$ cat config.mk
export PLATFORM = sky130hd
export DESIGN_NAME = pinfn_regs
export DESIGN_NICKNAME = d
export VERILOG_FILES = /design/src/rtl/pinfn_pkg.sv /design/src/rtl/pinfn_unlock.sv /design/src/rtl/pinfn_decode.sv /design/src/rtl/pinfn_regs.sv
export SDC_FILE = /design/constraint.sdc
export NUM_CORES = 1
export LEC_CHECK = 0
export BUFFER_PORTS_ARGS = -buffer_cell sky130_fd_sc_hd__buf_2
export CAP_MARGIN = 30
export CORE_MARGIN = 4
export CORE_UTILIZATION = 46
export CTS_BUF_LIST = sky130_fd_sc_hd__clkbuf_4
export DETAILED_ROUTE_END_ITERATION = 8
export PLACE_DENSITY = 0.74
export SYNTH_ARGS = -nofsm -noshare
export SYNTH_HDL_FRONTEND = slang
export SYNTH_SLANG_ARGS = --single-unit
$ cat constraint.sdc
create_clock -name clk -period 1.3 [get_ports clk]
set_input_delay 0.195 -clock clk [delete_from_list [all_inputs] [get_ports clk]]
set_output_delay 0.195 -clock clk [all_outputs]
set_load 0.01 [all_outputs]
$ cat src/rtl/pinfn_pkg.sv
package pinfn_pkg;

    localparam int DATA_W   = 16;
    localparam int PROT_W   = 8;
    localparam int ADDR_W   = 2;
    localparam int I2C_BIT  = 1;

    localparam logic [DATA_W-1:0] KEY_OPEN = 16'h0007;
    localparam logic [DATA_W-1:0] KEY_SEAL = 16'h0013;

    typedef enum logic [ADDR_W-1:0] {
        RA_FUNC = 2'd0,
        RA_PROT = 2'd1,
        RA_OPEN = 2'd2,
        RA_SEAL = 2'd3
    } reg_addr_e;

    typedef enum logic [1:0] {
        SQ_IDLE  = 2'd0,
        SQ_ARMED = 2'd1,
        SQ_PEND  = 2'd2
    } seq_e;

    typedef struct packed {
        logic              we;
        reg_addr_e         addr;
        logic [DATA_W-1:0] data;
    } bus_wr_t;

    function automatic logic key_match(input bus_wr_t w, input reg_addr_e a,
                                       input logic [DATA_W-1:0] k);
        return w.we && (w.addr == a) && (w.data == k);
    endfunction

endpackage

$ cat src/rtl/pinfn_unlock.sv
module pinfn_unlock
    import pinfn_pkg::*;
(
    input  logic              clk,
    input  logic              rst,
    input  bus_wr_t           wr,
    output logic              commit,
    output logic [PROT_W-1:0] pend_data
);

    seq_e              state_q, state_d;
    logic [PROT_W-1:0] pend_q,  pend_d;

    always_comb begin
        state_d = state_q;
        pend_d  = pend_q;
        commit  = 1'b0;
        if (wr.we) begin
            if (wr.addr == RA_OPEN) begin
                state_d = key_match(wr, RA_OPEN, KEY_OPEN) ? SQ_ARMED : SQ_IDLE;
            end else if (wr.addr == RA_PROT && state_q == SQ_ARMED) begin
                state_d = SQ_PEND;
                pend_d  = wr.data[PROT_W-1:0];
            end else if (state_q == SQ_PEND && key_match(wr, RA_SEAL, KEY_SEAL)) begin
                state_d = SQ_IDLE;
                commit  = 1'b1;
            end else begin
                state_d = SQ_IDLE;
            end
        end
        if (state_d != SQ_PEND) pend_d = '0;
    end

    always_ff @(posedge clk) begin
        if (rst) begin
            state_q <= SQ_IDLE;
            pend_q  <= '0;
        end else begin
            state_q <= state_d;
            pend_q  <= pend_d;
        end
    end

    assign pend_data = pend_q;

    // the pending stage is only ever entered from an armed sequence
    a_r6_pend_from_armed: assert property (@(posedge clk) disable iff (rst)
        (state_q == SQ_PEND && $past(state_q) != SQ_PEND) |->
            $past(state_q == SQ_ARMED && wr.we && wr.addr == RA_PROT));

    // a correct opening key always arms
    a_r11_open_arms: assert property (@(posedge clk) disable iff (rst)
        key_match(wr, RA_OPEN, KEY_OPEN) |=> state_q == SQ_ARMED);

    // outside the pending stage nothing is held
    a_r7_no_stale_pending: assert property (@(posedge clk) disable iff (rst)
        (state_q != SQ_PEND) |-> pend_q == '0);

endmodule

$ cat src/rtl/pinfn_decode.sv
module pinfn_decode #(
    parameter int NUM_PINS = 4,
    parameter int FIELD_W  = 4,
    parameter int SER_CODE = 1,
    localparam int FUNC_W  = NUM_PINS * FIELD_W
) (
    input  logic [FUNC_W-1:0]   func,
    output logic [NUM_PINS-1:0] pin_serial
);

    for (genvar p = 0; p < NUM_PINS; p++) begin : g_pin
        assign pin_serial[p] = (func[p*FIELD_W +: FIELD_W] == FIELD_W'(SER_CODE));
    end

endmodule

$ cat src/rtl/pinfn_regs.sv
module pinfn_regs
    import pinfn_pkg::*;
#(
    parameter int NUM_PINS = 4,
    parameter int FIELD_W  = 4,
    localparam int FUNC_W  = NUM_PINS * FIELD_W
) (
    input  logic                clk,
    input  logic                rst,
    input  logic                bus_we,
    input  logic [ADDR_W-1:0]   bus_addr,
    input  logic [DATA_W-1:0]   bus_wdata,
    output logic [DATA_W-1:0]   bus_rdata,
    output logic [FUNC_W-1:0]   pin_mode,
    output logic [NUM_PINS-1:0] pin_serial,
    output logic                serial_i2c
);

    bus_wr_t           wr;
    logic [FUNC_W-1:0] func_q;
    logic [PROT_W-1:0] prot_q;
    logic              commit;
    logic [PROT_W-1:0] pend_data;

    assign wr.we   = bus_we;
    assign wr.addr = reg_addr_e'(bus_addr);
    assign wr.data = bus_wdata;

    pinfn_unlock u_unlock (
        .clk       (clk),
        .rst       (rst),
        .wr        (wr),
        .commit    (commit),
        .pend_data (pend_data)
    );

    always_ff @(posedge clk) begin
        if (rst) begin
            func_q <= '0;
            prot_q <= '0;
        end else begin
            if (wr.we && wr.addr == RA_FUNC) func_q <= wr.data[FUNC_W-1:0];
            if (commit)                      prot_q <= pend_data;
        end
    end

    always_comb begin
        bus_rdata = '0;
        unique case (wr.addr)
            RA_FUNC: bus_rdata[FUNC_W-1:0] = func_q;
            RA_PROT: bus_rdata[PROT_W-1:0] = prot_q;
            default: bus_rdata = '0;
        endcase
    end

    pinfn_decode #(.NUM_PINS(NUM_PINS), .FIELD_W(FIELD_W), .SER_CODE(1)) u_decode (
        .func       (func_q),
        .pin_serial (pin_serial)
    );

    assign pin_mode   = func_q;
    assign serial_i2c = prot_q[I2C_BIT];

    // guarded value moves only after a correct sealing write
    a_r4_commit_needs_seal: assert property (@(posedge clk) disable iff (rst)
        !$stable(prot_q) |->
            $past(bus_we && bus_addr == RA_SEAL && bus_wdata == KEY_SEAL));

    // a function write lands exactly
    a_r2_func_loads: assert property (@(posedge clk) disable iff (rst)
        (bus_we && bus_addr == RA_FUNC) |=> pin_mode == $past(bus_wdata[FUNC_W-1:0]));

    // without a function write the fields hold
    a_r2_func_holds: assert property (@(posedge clk) disable iff (rst)
        !(bus_we && bus_addr == RA_FUNC) |=> $stable(pin_mode));

    // key addresses never expose data
    a_r9_keys_zero: assert property (@(posedge clk) disable iff (rst)
        (bus_addr == RA_OPEN || bus_addr == RA_SEAL) |-> bus_rdata == '0);

endmodule

# Word-level counts from Yosys, hierarchy flattened
# Index checks and enable logic that the tools add are counted.
# Widths: inputs -> output; s select.
totals:
  input_bits: 21
  regBits: 34
  word_cells: 37
  out_inout_bits: 37
op_classes:
  mux: 10
  n_eq_ne: 12
  bitwise_logic: 1
  reduce_logical: 10
ops:
  columns: ["cell", "count"]
  rows:
  - ["$eq 16x3->1 const B", 1]
  - ["$eq 16x5->1 const B", 1]
  - ["$eq 4x1->1 const B", 4]
  - ["$pmux 8 s2", 1]
  - ["$mux 8", 1]
  - ["$logic_and 1x1->1", 7]
  - ["$eq 2x2->1 const B", 3]
  - ["$mux 2", 3]
  - ["$mux 1", 5]
  - ["$eq 2x1->1 const B", 2]
  - ["$reduce_and 3->1", 1]
  - ["$logic_not 2->1", 1]
  - ["$ne 2x2->1 const B", 1]
  - ["$reduce_or 2->1", 1]
  - ["$not 1->1", 1]

# Longest topological paths before layout
depth:
  word_depth: 8
  mapped_depth: 6

# Modules after synthesis
# From an unflattened synthesis, not the netlist that was laid out.
hier_totals:
  hier_cells: 182
  hier_area_um2: 1806.7
by_module_without_submodules:
  columns: ["mod", "cells_per_inst", "area_per_inst_um2", "instances"]
  rows:
  - ["pinfn_regs", 123, 1207.4, 1]
  - ["pinfn_unlock", 55, 539.3, 1]
  - ["pinfn_decode", 4, 60.1, 1]

# Worst setup path before layout
# OpenSTA, ideal clock, no wires.
synth_path:
  path_type: "input port to flip-flop"
  from: "input port bus_addr[1]"
  to: "register prot_q[0]"
  path_slack_ns: -0.067
  setup_ns: 0.072
  cell_stages: 5
  n_path_buf: 1
  arrival_ns: 1.296
  required_time_ns: 1.228
  cell_sequence: "buf_4 -> nor4b_4 -> nand4_2 -> nor3_4 -> mux2i_1"
synth_via:
  elab_chain_len: 8
  elab_cells_between_ends: 11
  cone_classes: "eq/ne (3); mux (4); reduce/logical (4)"
synth_rtl:
  columns: ["item", "line_no", "rtl"]
  rows:
  - ["start, declared", "pinfn_regs.sv:11", "input logic [ADDR_W-1:0] bus_addr,"]
  - ["$eq 2x2->1", "pinfn_pkg.sv:32", "return w.we && (w.addr == a) && (w.data == k);"]
  - ["$logic_and 1x1->1 (2 in a row)", "pinfn_pkg.sv:32", null]
  - ["$logic_and 1x1->1", "pinfn_unlock.sv:24", "end else if (state_q == SQ_PEND && key_match(wr, RA_SEAL, KEY_SEAL)) begin"]
  - ["$mux 1", "pinfn_unlock.sv:24", null]
  - ["$mux 1", "pinfn_unlock.sv:21", "end else if (wr.addr == RA_PROT && state_q == SQ_ARMED) begin"]
  - ["$mux 1 *", "pinfn_unlock.sv:19", "if (wr.addr == RA_OPEN) begin"]
  - ["$mux 1 *", "pinfn_unlock.sv:18", "if (wr.we) begin"]
  - ["end signal, assigned", "pinfn_regs.sv:43", "if (commit) prot_q <= pend_data;"]
  - ["end, declared", "pinfn_regs.sv:21", "logic [PROT_W-1:0] prot_q;"]
# Every way passes the cells marked *; elsewhere a longest branch is shown, timed or not.
# A chain may end at the register's enable or synchronous reset.

# Worst setup path in the final report
layout_path:
  from: "register func_q[7] (netlist: pin_mode[7])"
  to: "output port pin_serial[1]"
layout_via:
  elab_chain_len: 1
layout_rtl:
  columns: ["item", "line_no", "rtl"]
  rows:
  - ["start, declared", "pinfn_regs.sv:20", "logic [FUNC_W-1:0] func_q;"]
  - ["start signal, assigned", "pinfn_regs.sv:42", "if (wr.we && wr.addr == RA_FUNC) func_q <= wr.data[FUNC_W-1:0];"]
  - ["$eq 4x1->1", "pinfn_decode.sv:12", "assign pin_serial[p] = (func[p*FIELD_W +: FIELD_W] == FIELD_W'(SER_CODE));"]
  - ["end, declared", "pinfn_regs.sv:15", "output logic [NUM_PINS-1:0] pin_serial,"]
# Every way passes these cells.

==> metrics.md <==
| Metric | Value |
|---|---|
| P_sw | `0.4882 mW` |
| Share of cells above drive strength 1 | `0.4385` |
| Worst Clk Skew | `0.004985 ns` |
| Failing checks | `negative setup slack` |
| First-pass GRT wire length | `6734 um` |
| CP Launch Type | `register` |
| DRT iter0 DRCs | `46` |
| Power Density | `840.6 nW/um^2` |
| RSZ-0062 raised after global routing | `true` |
| Setup tns final | `-0.03841 ns` |
| CTS tree | `yes` |
| Initial antenna violation count | `0` |
| CTS H-Tree Depth | `2` |
| # diodes | `0` |
| Core Area | `3337 um^2` |
| Final WL | `4222 um` |
| Worst path top cell family by delay | `flip-flops` |
| Final Net Count | `280` |
| Area Overhead vs Synth | `42.39%` |
| Slew of the pin with the lowest slew margin | `0.2472 ns` |
| Peak VDD IR | `0.0005501 V` |
| Sw frac | `0.2583` |
| CTS root buf | `clkbuf_4` |
| Result of the run | `complete, but fails checks` |
| Hold_buf cts | `0` |
| Main flop type after synthesis | `dfxtp_1` |
| EDFF count, synth | `0` |
| Net Count, Synth | `199` |
| Number of global-route vias before repair | `1504` |
| Ys async rst share | `0` |
| Final setup margin | `-0.03350 ns` |
| Leak | `0.9791 nW` |
| Proportion of power drawn by the clock network | `0.301` |
| Worst hold stages | `3` |
| Synth Instances | `178` |
| Register area share after synthesis | `0.4311` |
| Arr. time, crit path | `1.14 ns` |
| Critical path depth | `2` |
| Vias per cell | `4.922` |
| Syn avg cell area | `8.871 um^2` |
| DP HPWL | `3243 um` |
| Post-synth top area cell | `dfxtp_1` |
| FP Rows | `21` |
| WP buf/inv | `1` |
| GRT overflow | `0` |
| Final antenna-violating net count | `0` |
| Hold Crit Class | `in -> reg` |
| Crit-path max FO | `4` |
| Tot Pwr | `1.890 mW` |
| Req. time, crit path | `1.11 ns` |
| Largest net degree at the start of global routing | `21` |
| Most area-consuming cells after synthesis | `dfxtp_1 43%, mux2i_1 15%, nand2_1 7.8%, nand2b_1 6.3%, a21oi_1 5.1%` |
| Syn. warnings | `0` |
| Max Root-Sink Buffers | `2` |
| Routed len/inst | `13.80 um` |
| Max-cap violations | `0` |
| P_int | `1.402 mW` |
| DRC errors left | `0` |
| Routed via count | `1506` |
| Worst R2R Path Depth | `5` |
| Sink Count | `34` |
| Fill cells | `288` |
| Crit path largest cell delay | `0.35 ns` |
| Die area | `4434 um^2` |
| Number of port buffers | `57` |
| Final Wtd Congestion | `0.8005` |
| Die Y | `66.59 um` |
| Crit-path slowest cell | `dfxtp_2` |
| # IOs | `58` |
| Register bit total from synthesis | `34` |
| Fin. Hold Viols | `0` |
| Final Max Slew Viols | `0` |
| Register clock-pin slew on the reported worst setup and hold paths | `0.10 ns` |
| Sequential share of power | `0.568` |
| CP endpoint kind | `output pin` |
| Pre-antenna DRT Iters | `4` |
| DP Worst Slack | `-0.2158 ns` |
| Count of cell types in the netlist | `23` |
| Max Freq | `749.9 MHz` |
| Gate power share | `0.131` |
| CP Class | `reg -> out` |
| Period utilisation layout | `1.026` |
| Total CTS buffers | `5` |
| Crit path time final | `1.334 ns` |
| Clock latency on the worst-skew pair | `0.34 ns` |
| Area share of the largest cell type after synthesis | `0.4311` |
| GRT Util Overall | `0.2021` |
| Setup-failing EPs final | `2` |
| Syn Std Cell Area | `1579 um^2` |
| Initial core utilization | `0.4732` |
| Die W | `66.59 um` |
| Max_slew headroom | `0.8329` |
| CP Cell Sequence | `nor4b_2 > buf_2` |
## Yosys cell counts, types with 2 or more instances
master	n
and2_1	9
nand2_1	33
a21oi_1	16
nand2b_1	16
mux2i_1	24
nor2_1	20
buf_4	2
nand4b_1	2
nor2b_1	2
nor4b_1	5
clkbuf_1	4
dfxtp_1	34
## through the flow
| step | instance area, um^2 | hold WS (ns) | instances | util |
|---|---|---|---|---|
| final | 2248 | 0.1095 | 306 | 0.6738 |
| after global routing | 2248 | 0.1094 | 306 | 0.6738 |
| after CTS | 2208 | 0.1033 | 304 | 0.6618 |
| after detailed placement | 2105 | 0.4635 | 294 | 0.6307 |
| after global placement | 2105 | 0.4617 | 294 | 0.6307 |
| after floorplan | 1625 | 0.3310 | 178 | - |
## layout by cell type, fill, tap and decap left out
cell type and count:
a21oi_1 16, and2_1 8, and2_4 1, buf_12 2
buf_2 57, buf_4 22, buf_6 1, clkbuf_4 6
clkinv_1 1, clkinv_2 1, dfxtp_1 22, dfxtp_2 10
dfxtp_4 2, mux2i_1 24, nand2_1 33, nand2b_1 16
nand4_2 1, nand4b_1 2, nor2_1 20, nor2_4 1
nor2b_1 2, nor3_4 1, nor4_4 1, nor4b_1 1
nor4b_2 3, nor4b_4 3, nor4bb_4 1, o21ai_1 1
o21ba_2 1
## registers in the layout, indices dropped and copies added, names as in the netlist
| name | count |
|---|---|
| pin_mode | 16 |
| prot_q | 8 |
| u_unlock.pend_data | 8 |
| u_unlock.state_q | 2 |
## worst paths after layout
check                        startpoint                    end  slack, ns
setup / recovery            pin_mode[7]          pin_serial[1]      -0.03
hold / removal            bus_wdata[10]           pin_mode[10]       0.11
setup reg to reg    u_unlock.state_q[0]  u_unlock.pend_data[6]       0.11
hold reg to reg   u_unlock.pend_data[4]              prot_q[4]       0.48
## power by group through the flow
stage | registers, mW | logic [mW] | clock network [mW]
finish | 1.07 | 0.247 | 0.569
global route | 1.08 | 0.266 | 0.635
CTS | 1.08 | 0.241 | 0.587
detailed placement | 1.10 | 0.235 | 0
global placement | 1.10 | 0.233 | 0
floorplan | 1.10 | 0.0950 | 0
## per-layer routing
| metal | vias up | track usage | share of wire |
|---|---|---|---|
| li1 | 764 | - | - |
| met1 | 696 | 0.2397 | 0.43 |
| met2 | 40 | 0.3453 | 0.49 |
| met3 | 6 | 0.06239 | 0.060 |
| met4 | 0 | 0.06345 | 0.012 |
| met5 | - | 0 | 0 |
## cells by family (layout without fill, tap and decap cells)
| family | count (synthesis) | count (layout) | synth area share |
|---|---|---|---|
| AO/OA/AOI/OAI | 18 | 18 | 0.06022 |
| flip-flops | 34 | 34 | 0.4311 |
| buffers and inverters | 8 | 90 | 0.02455 |
| AND/OR/NAND/NOR | 94 | 94 | 0.3320 |
| multiplexers | 24 | 24 | 0.1521 |
## worst register-to-register path, delay by kind of cell (launching register included)
family | cells | cell delay (ns)
flip-flops | 1 | 0.36
multiplexers | 1 | 0.20
AND/OR/NAND/NOR | 3 | 0.39
buffers and inverters | 1 | 0.15
## area by class of cell
cell class                      instances  area [um^2]  share of cell area
Clock inverter                          2        8.758            0.003895
Tap cell                               46        57.56             0.02560
Sequential cell                        34        700.7              0.3116
Timing Repair Buffer                   82        501.7              0.2231
Clock buffer                            6        45.04             0.02003
Multi-Input combinational cell        136        934.6              0.4157
## repair_timing
item                                    in CTS  in global routing
endpoints found under the setup margin       4                 10
gates resized for setup                     12                  9
cloned                                       0                  0
pin swaps                                    2                  3
setup buffers                                2                  2
Power figures use the tool's default switching activity.
